### src/rtl/cap_cmp_pkg.sv
package cap_cmp_pkg;
    typedef enum logic [2:0] {
        OP_EQ  = 3'd0,
        OP_NE  = 3'd1,
        OP_SLT = 3'd2,
        OP_SLE = 3'd3,
        OP_ULT = 3'd4,
        OP_ULE = 3'd5,
        OP_XEQ = 3'd6,
        OP_XNE = 3'd7
    } cmp_op_e;

    typedef enum logic [1:0] {
        ST_IDLE  = 2'd0,
        ST_WRITE = 2'd1,
        ST_FAULT = 2'd2
    } seq_st_e;
endpackage

### src/rtl/cap_cursor.sv
module cap_cursor #(
    parameter int XLEN = 64
) (
    input  logic [XLEN-1:0] base,
    input  logic [XLEN-1:0] offset,
    output logic [XLEN-1:0] cursor
);
    // Carry out of the top bit is dropped: wrap modulo 2^XLEN.
    assign cursor = base + offset;
endmodule

### src/rtl/cap_sysreg_guard.sv
module cap_sysreg_guard #(
    parameter int IDXW      = 5,
    parameter int SYS_FIRST = 27,
    parameter int SYS_LAST  = 29
) (
    input  logic [IDXW-1:0] idx_a,
    input  logic [IDXW-1:0] idx_b,
    input  logic            sys_ok,
    output logic            hit,
    output logic [IDXW-1:0] culprit
);
    localparam logic [IDXW-1:0] LO = IDXW'(SYS_FIRST);
    localparam logic [IDXW-1:0] HI = IDXW'(SYS_LAST);

    logic prot_a, prot_b;

    assign prot_a  = (idx_a >= LO) && (idx_a <= HI);
    assign prot_b  = (idx_b >= LO) && (idx_b <= HI);
    assign hit     = !sys_ok && (prot_a || prot_b);
    // Operand A is examined first and wins when both are protected.
    assign culprit = prot_a ? idx_a : idx_b;
endmodule

### src/rtl/cap_cmp_core.sv
module cap_cmp_core
    import cap_cmp_pkg::*;
#(
    parameter int XLEN = 64,
    parameter int RECW = 162
) (
    input  cmp_op_e         op,
    input  logic [XLEN-1:0] cur_a,
    input  logic [XLEN-1:0] cur_b,
    input  logic [RECW-1:0] rec_a,
    input  logic [RECW-1:0] rec_b,
    output logic            res,
    output logic            c_eq,
    output logic            s_lt,
    output logic            u_lt
);
    logic same_rec;

    assign c_eq     = (cur_a == cur_b);
    assign s_lt     = $signed(cur_a) < $signed(cur_b);
    assign u_lt     = cur_a < cur_b;
    assign same_rec = (rec_a == rec_b);

    always_comb begin
        unique case (op)
            OP_EQ:   res = c_eq;
            OP_NE:   res = !c_eq;
            OP_SLT:  res = s_lt;
            OP_SLE:  res = s_lt | c_eq;
            OP_ULT:  res = u_lt;
            OP_ULE:  res = u_lt | c_eq;
            OP_XEQ:  res = same_rec;
            OP_XNE:  res = !same_rec;
            default: res = 1'b0;
        endcase
    end
endmodule

### src/rtl/cap_ptr_cmp.sv
module cap_ptr_cmp
    import cap_cmp_pkg::*;
#(
    parameter int XLEN      = 64,
    parameter int RESTW     = 32,
    parameter int IDXW      = 5,
    parameter int SYS_FIRST = 27,
    parameter int SYS_LAST  = 29
) (
    input  logic             clk,
    input  logic             rst_n,
    input  logic             in_valid,
    input  logic [2:0]       op_sel,
    input  logic [IDXW-1:0]  src_a_idx,
    input  logic [IDXW-1:0]  src_b_idx,
    input  logic [IDXW-1:0]  dst_idx,
    input  logic             pcc_sys_ok,
    input  logic             a_tag,
    input  logic             a_sealed,
    input  logic [XLEN-1:0]  a_base,
    input  logic [XLEN-1:0]  a_offset,
    input  logic [RESTW-1:0] a_rest,
    input  logic             b_tag,
    input  logic             b_sealed,
    input  logic [XLEN-1:0]  b_base,
    input  logic [XLEN-1:0]  b_offset,
    input  logic [RESTW-1:0] b_rest,
    output logic             wr_en,
    output logic [IDXW-1:0]  wr_idx,
    output logic [XLEN-1:0]  wr_data,
    output logic             viol,
    output logic [IDXW-1:0]  viol_idx
);
    localparam int RECW = 2 + 2 * XLEN + RESTW;

    logic [XLEN-1:0] cur_a, cur_b;
    logic [RECW-1:0] rec_a, rec_b;
    logic            res, c_eq, s_lt, u_lt;
    logic            guard_hit;
    logic [IDXW-1:0] culprit;

    seq_st_e         state_q, state_d;
    logic            res_q;
    logic [IDXW-1:0] dst_q, bad_q;

    assign rec_a = {a_tag, a_sealed, a_base, a_offset, a_rest};
    assign rec_b = {b_tag, b_sealed, b_base, b_offset, b_rest};

    cap_cursor #(.XLEN(XLEN)) u_cur_a (.base(a_base), .offset(a_offset), .cursor(cur_a));
    cap_cursor #(.XLEN(XLEN)) u_cur_b (.base(b_base), .offset(b_offset), .cursor(cur_b));

    cap_cmp_core #(.XLEN(XLEN), .RECW(RECW)) u_core (
        .op(cmp_op_e'(op_sel)), .cur_a(cur_a), .cur_b(cur_b),
        .rec_a(rec_a), .rec_b(rec_b),
        .res(res), .c_eq(c_eq), .s_lt(s_lt), .u_lt(u_lt)
    );

    cap_sysreg_guard #(.IDXW(IDXW), .SYS_FIRST(SYS_FIRST), .SYS_LAST(SYS_LAST)) u_guard (
        .idx_a(src_a_idx), .idx_b(src_b_idx), .sys_ok(pcc_sys_ok),
        .hit(guard_hit), .culprit(culprit)
    );

    // Next state: identical from every state, each request lasts one cycle.
    always_comb begin
        unique case (state_q)
            ST_IDLE, ST_WRITE, ST_FAULT: begin
                if (!in_valid)      state_d = ST_IDLE;
                else if (guard_hit) state_d = ST_FAULT;
                else                state_d = ST_WRITE;
            end
            default: state_d = ST_IDLE;
        endcase
    end

    always_ff @(posedge clk) begin
        if (!rst_n) state_q <= ST_IDLE;
        else        state_q <= state_d;
    end

    // Output payload registers.
    always_ff @(posedge clk) begin
        if (!rst_n) begin
            res_q <= 1'b0;
            dst_q <= '0;
            bad_q <= '0;
        end else if (in_valid) begin
            res_q <= res;
            dst_q <= dst_idx;
            bad_q <= culprit;
        end
    end

    assign wr_en    = (state_q == ST_WRITE);
    assign viol     = (state_q == ST_FAULT);
    assign wr_idx   = dst_q;
    assign viol_idx = bad_q;
    assign wr_data  = {{(XLEN-1){1'b0}}, res_q};

    // accepted, unguarded request yields a write next cycle
    a_r8_write_follows: assert property (@(posedge clk) disable iff (!rst_n)
        (in_valid && !guard_hit) |=> (wr_en && !viol && wr_idx == $past(dst_idx)));
    // no request, no strobe
    a_r8_idle_quiet: assert property (@(posedge clk) disable iff (!rst_n)
        !in_valid |=> (!wr_en && !viol));
    // guarded request faults and suppresses the write
    a_r9_fault_blocks: assert property (@(posedge clk) disable iff (!rst_n)
        (in_valid && guard_hit) |=> (viol && !wr_en));
    // system access granted means no violation
    a_r10_override: assert property (@(posedge clk) disable iff (!rst_n)
        (in_valid && pcc_sys_ok) |=> !viol);
    // signed less-than and cursor equality are exclusive
    a_r4_order: assert property (@(posedge clk) disable iff (!rst_n)
        !(c_eq && s_lt));
    // unsigned less-than and cursor equality are exclusive
    a_r5_order: assert property (@(posedge clk) disable iff (!rst_n)
        !(c_eq && u_lt));
    // upper result bits stay clear while writing
    a_r7_zero_ext: assert property (@(posedge clk) disable iff (!rst_n)
        wr_en |-> (wr_data[XLEN-1:1] == '0));
endmodule

### config.mk
export PLATFORM = sky130hd
export DESIGN_NAME = cap_ptr_cmp
export DESIGN_NICKNAME = d
export VERILOG_FILES = /design/src/rtl/cap_cmp_pkg.sv /design/src/rtl/cap_cursor.sv /design/src/rtl/cap_sysreg_guard.sv /design/src/rtl/cap_cmp_core.sv /design/src/rtl/cap_ptr_cmp.sv
export SDC_FILE = /design/constraint.sdc
export NUM_CORES = 1
export LEC_CHECK = 0
export BUFFER_PORTS_ARGS = -buffer_cell sky130_fd_sc_hd__buf_2
export CAP_MARGIN = 20
export CORE_MARGIN = 2
export CORE_UTILIZATION = 46
export DETAILED_ROUTE_END_ITERATION = 12
export PLACE_DENSITY = 0.75
export SLEW_MARGIN = 25
export SYNTH_ARGS = -nofsm -noshare
export SYNTH_HDL_FRONTEND = slang
export SYNTH_SLANG_ARGS = --single-unit
### constraint.sdc
create_clock -name clk -period 6.7 [get_ports clk]
set_clock_uncertainty 0.15 [all_clocks]
set_input_delay 0.335 -clock clk [delete_from_list [all_inputs] [get_ports clk]]
set_output_delay 0.335 -clock clk [all_outputs]
set_load 0.05 [all_outputs]
==> qor.csv <==
stage;metric;value;unit
run_status;result of the run;completed;
cells_and_area;layout cells sized above 1;0.200;
routing;detailed-route wire length;52700;µm
floorplanning;standard-cell row count;58;
job;Maximum Capacitance Violations;0;
synthesis;number of enable flip-flop cells after synthesis;0;
floorplanning;Initial Util;0.467;
worst_setup_path;cells along the critical path;buf_2 > ha_1 > fa_1 > a21o_2 > nand3_2 > a311o_1 > o41ai_4 > buf_4 > a41oi_2 > o2111a_1 > o41ai_2 > a221o_1 > a21oi_1 > xnor2_1 > ha_1 > nand4_1 > nor2_1 > nand4_1 > nor3_1 > xor2_1 > o311ai_0 > a31o_2 > o22ai_1;
synthesis;Yosys top cell by area;sky130_fd_sc_hd__ha_1;
global_route;number of global-route vias before repair;13100;
global_route;pin count of the biggest net entering global routing;19;
floorplanning;area of the die;26800;µm²
clock_tree;post-CTS repair timing setup buffer count;0;
synthesis;post-synth top area share;0.203;
global_route;GR Util All Layers;0.374;
clock_tree;CTS tree;built;
synthesis;post-synthesis cell type count;74;
timing;Setup TNS Final;0;ns
global_route;global-route congestion overflow total;0;
cells_and_area;Total Nets Final;2468;
synthesis;share of synthesized flip-flops with an asynchronous set or reset;0;
synthesis;post-synthesis register bit count;13;
pwr;VDD IR-drop max;0.0741;mV
pwr;leakage component of the power;6.63;nW
clock_tree;Root Buffer Master;sky130_fd_sc_hd__clkbuf_16;
timing;worst-case headroom to the max-slew limit;0.347;
floorplanning;I/O pin total;422;
placed_design;number of I/O port buffers;358;
routing;vias per inst;6.19;
global_route;global-route wire length before repair;76000;µm
timing;period utilisation layout;0.845;
timing;unrepaired setup endpoints after global routing;no;
synthesis;Main synth FF type;sky130_fd_sc_hd__dfxtp_1;
synthesis;number of warning messages in the yosys log;0;
pwr;power density normalized to cell area;138;nW/µm²
synthesis;mean instance size in the synthesized netlist;7.25;µm²
worst_setup_path;crit path DAT;5.63;ns
clock_tree;Resize count post-CTS;0;
routing;count of TritonRoute iterations in the first routing pass;6;
worst_setup_path;Setup Crit Path Kind;in2reg;
routing;post-detailed-route wirelength per cell;23.3;µm
clock_tree;clock transition time at the flip-flop clock pins of the worst setup and hold paths;0.05;ns
clock_tree;clock latency on the worst-skew pair;0.24;ns
synthesis;synthesized instance count;1617;
timing;Max Slew Vio Count;0;
floorplanning;die width;164;µm
worst_setup_path;delay contributed by the slowest stage of the critical path;0.76;ns
clock_tree;H-tree levels;1;
routing;post-route ant nets;0;
worst_setup_path;CP endpoint kind;flop;
routing;total DRC errors in the routed layout;0;
clock_tree;# clock sinks;13;
global_route;number of antenna violations at the first check in global routing;2;
placed_design;final RePlAce weighted congestion;1.06;
cells_and_area;number of inserted filler cells in the final layout;2566;
routing;total vias in the final route;14000;
synthesis;ranking of synthesized cells by instance count;sky130_fd_sc_hd__ha_1, sky130_fd_sc_hd__xnor2_1, sky130_fd_sc_hd__a21oi_1, sky130_fd_sc_hd__a21o_1, sky130_fd_sc_hd__xor2_1;
timing;achievable frequency;177;MHz
timing;# setup viols final;0;
clock_tree;Max clock buf depth;2;
timing;Worst Slack Setup Final;1.04;ns
synthesis;Mapped Area;11700;µm²
worst_setup_path;required time of the worst setup path;6.66;ns
clock_tree;number of buffers created by CTS;3;
floorplanning;core footprint;25100;µm²
timing;Period minus WS final;5.66;ns
worst_setup_path;Critical Path Fanout Max;5;
synthesis;top-count cell post-synth;sky130_fd_sc_hd__ha_1;
worst_setup_path;category of the worst setup path launch point;primary input;
floorplanning;floorplan die height;164;µm
placed_design;pre-CTS setup slack;0.911;ns
routing;DRC violation total after the first TritonRoute iteration;1361;
clock_tree;number of hold buffers added after cts;0;
synthesis;most area-consuming cells after synthesis;sky130_fd_sc_hd__ha_1, sky130_fd_sc_hd__xnor2_1, sky130_fd_sc_hd__xor2_1;
timing;number of hold violations in the final report;0;
timing;Worst-Margin Slew;0.967;ns
worst_setup_path;critical path's slowest cell;sky130_fd_sc_hd__o41ai_2;
placed_design;dpl hpwl;46900;µm
cells_and_area;synthesis-to-layout area growth;16.1;%
synthesis;register area share after synthesis;0.0222;
worst_hold_path;type of the worst min-delay path;in2reg;
==> stage by stage <==
step	std cells	instance area (µm²)	power, mW	utilization	hold WS [ns]
finish	2260	13600	1.87	0.542	0.128
floorplan	1679	12000	1.21	-	0.264
detailed placement	2255	13500	1.70	0.538	0.339
CTS	2259	13600	1.83	0.542	0.129
global route	2260	13600	2.01	0.542	0.148
global placement	2255	13500	1.70	0.538	0.318
==> layout make-up <==
class | instances | area [µm²] | share of cell area
multi-input combinational | 1497 | 10800 | 0.795
timing repair buffer | 365 | 1840 | 0.136
tap | 330 | 413 | 0.0304
sequential | 13 | 260 | 0.0191
inverter | 50 | 188 | 0.0138
clock buffer | 4 | 78.8 | 0.00580
antenna | 1 | 2.50 | 0.000184
==> path summary, 6_finish.rpt <==
kind | startpoint | end | slack (ns) | cells past startpoint
worst max-delay path | a_offset[0] | res_q | 1.04 | 23
worst min-delay path | pcc_sys_ok | state_q[1] | 0.13 | 2
worst max register to register | viol_idx[0] | viol_idx[0] | 5.82 | 2
worst min register to register | res_q | res_q | 0.34 | 2
==> metal layers <==
layer	wire (µm)	track usage	vias to the layer above
met3	5210	0.0602	132
met1	21200	0.472	6479
met4	2490	0.150	2
li1	-	-	6529
met5	11	0	-
met2	23800	0.633	843
==> layout by cell type (no fill, tap or decap), drive strengths merged, types with 80 or more instances in the layout <==
| master | synthesis | routed |
|---|---|---|
| a21o | 107 | 107 |
| a21oi | 161 | 161 |
| buf | 66 | 365 |
| ha | 190 | 190 |
| nand2 | 101 | 101 |
| nand4 | 80 | 80 |
| nor2 | 81 | 81 |
| o21ai | 104 | 104 |
| xnor2 | 173 | 173 |
| xor2 | 104 | 104 |
==> power by group <==
| part | total [mW] | internal, mW | switching, mW | leakage, nW |
|---|---|---|---|---|
| Sequential | 0.0857 | 0.0829 | 0.00282 | 0.108 |
| Combinational | 1.67 | 0.646 | 1.03 | 6.48 |
| Clock | 0.114 | 0.0803 | 0.0334 | 0.0382 |
==> state kept, by name (all words and copies together), names as in the netlist <==
name      cells
viol_idx      5
res_q         1
state_q       2
wr_idx        5
==> logic make-up after synthesis <==
logic type,synth area share
AO/OA/AOI/OAI,0.309
XOR/XNOR,0.207
adder cells (fa/ha/maj),0.206
buffers and inverters,0.0748
flip-flops,0.0222
multiplexers,0.00512
other,0.000320
AND/OR/NAND/NOR,0.175
==> worst max-delay path: cells and delay by family <==
kind,cells,cell delay [ns]
buf+inv,2,0.31
simple gates,5,0.88
compound gates,11,3.08
fa+ha+maj,3,0.75
xor+xnor,2,0.26
No activity file was read; power rests on OpenSTA's default activity.
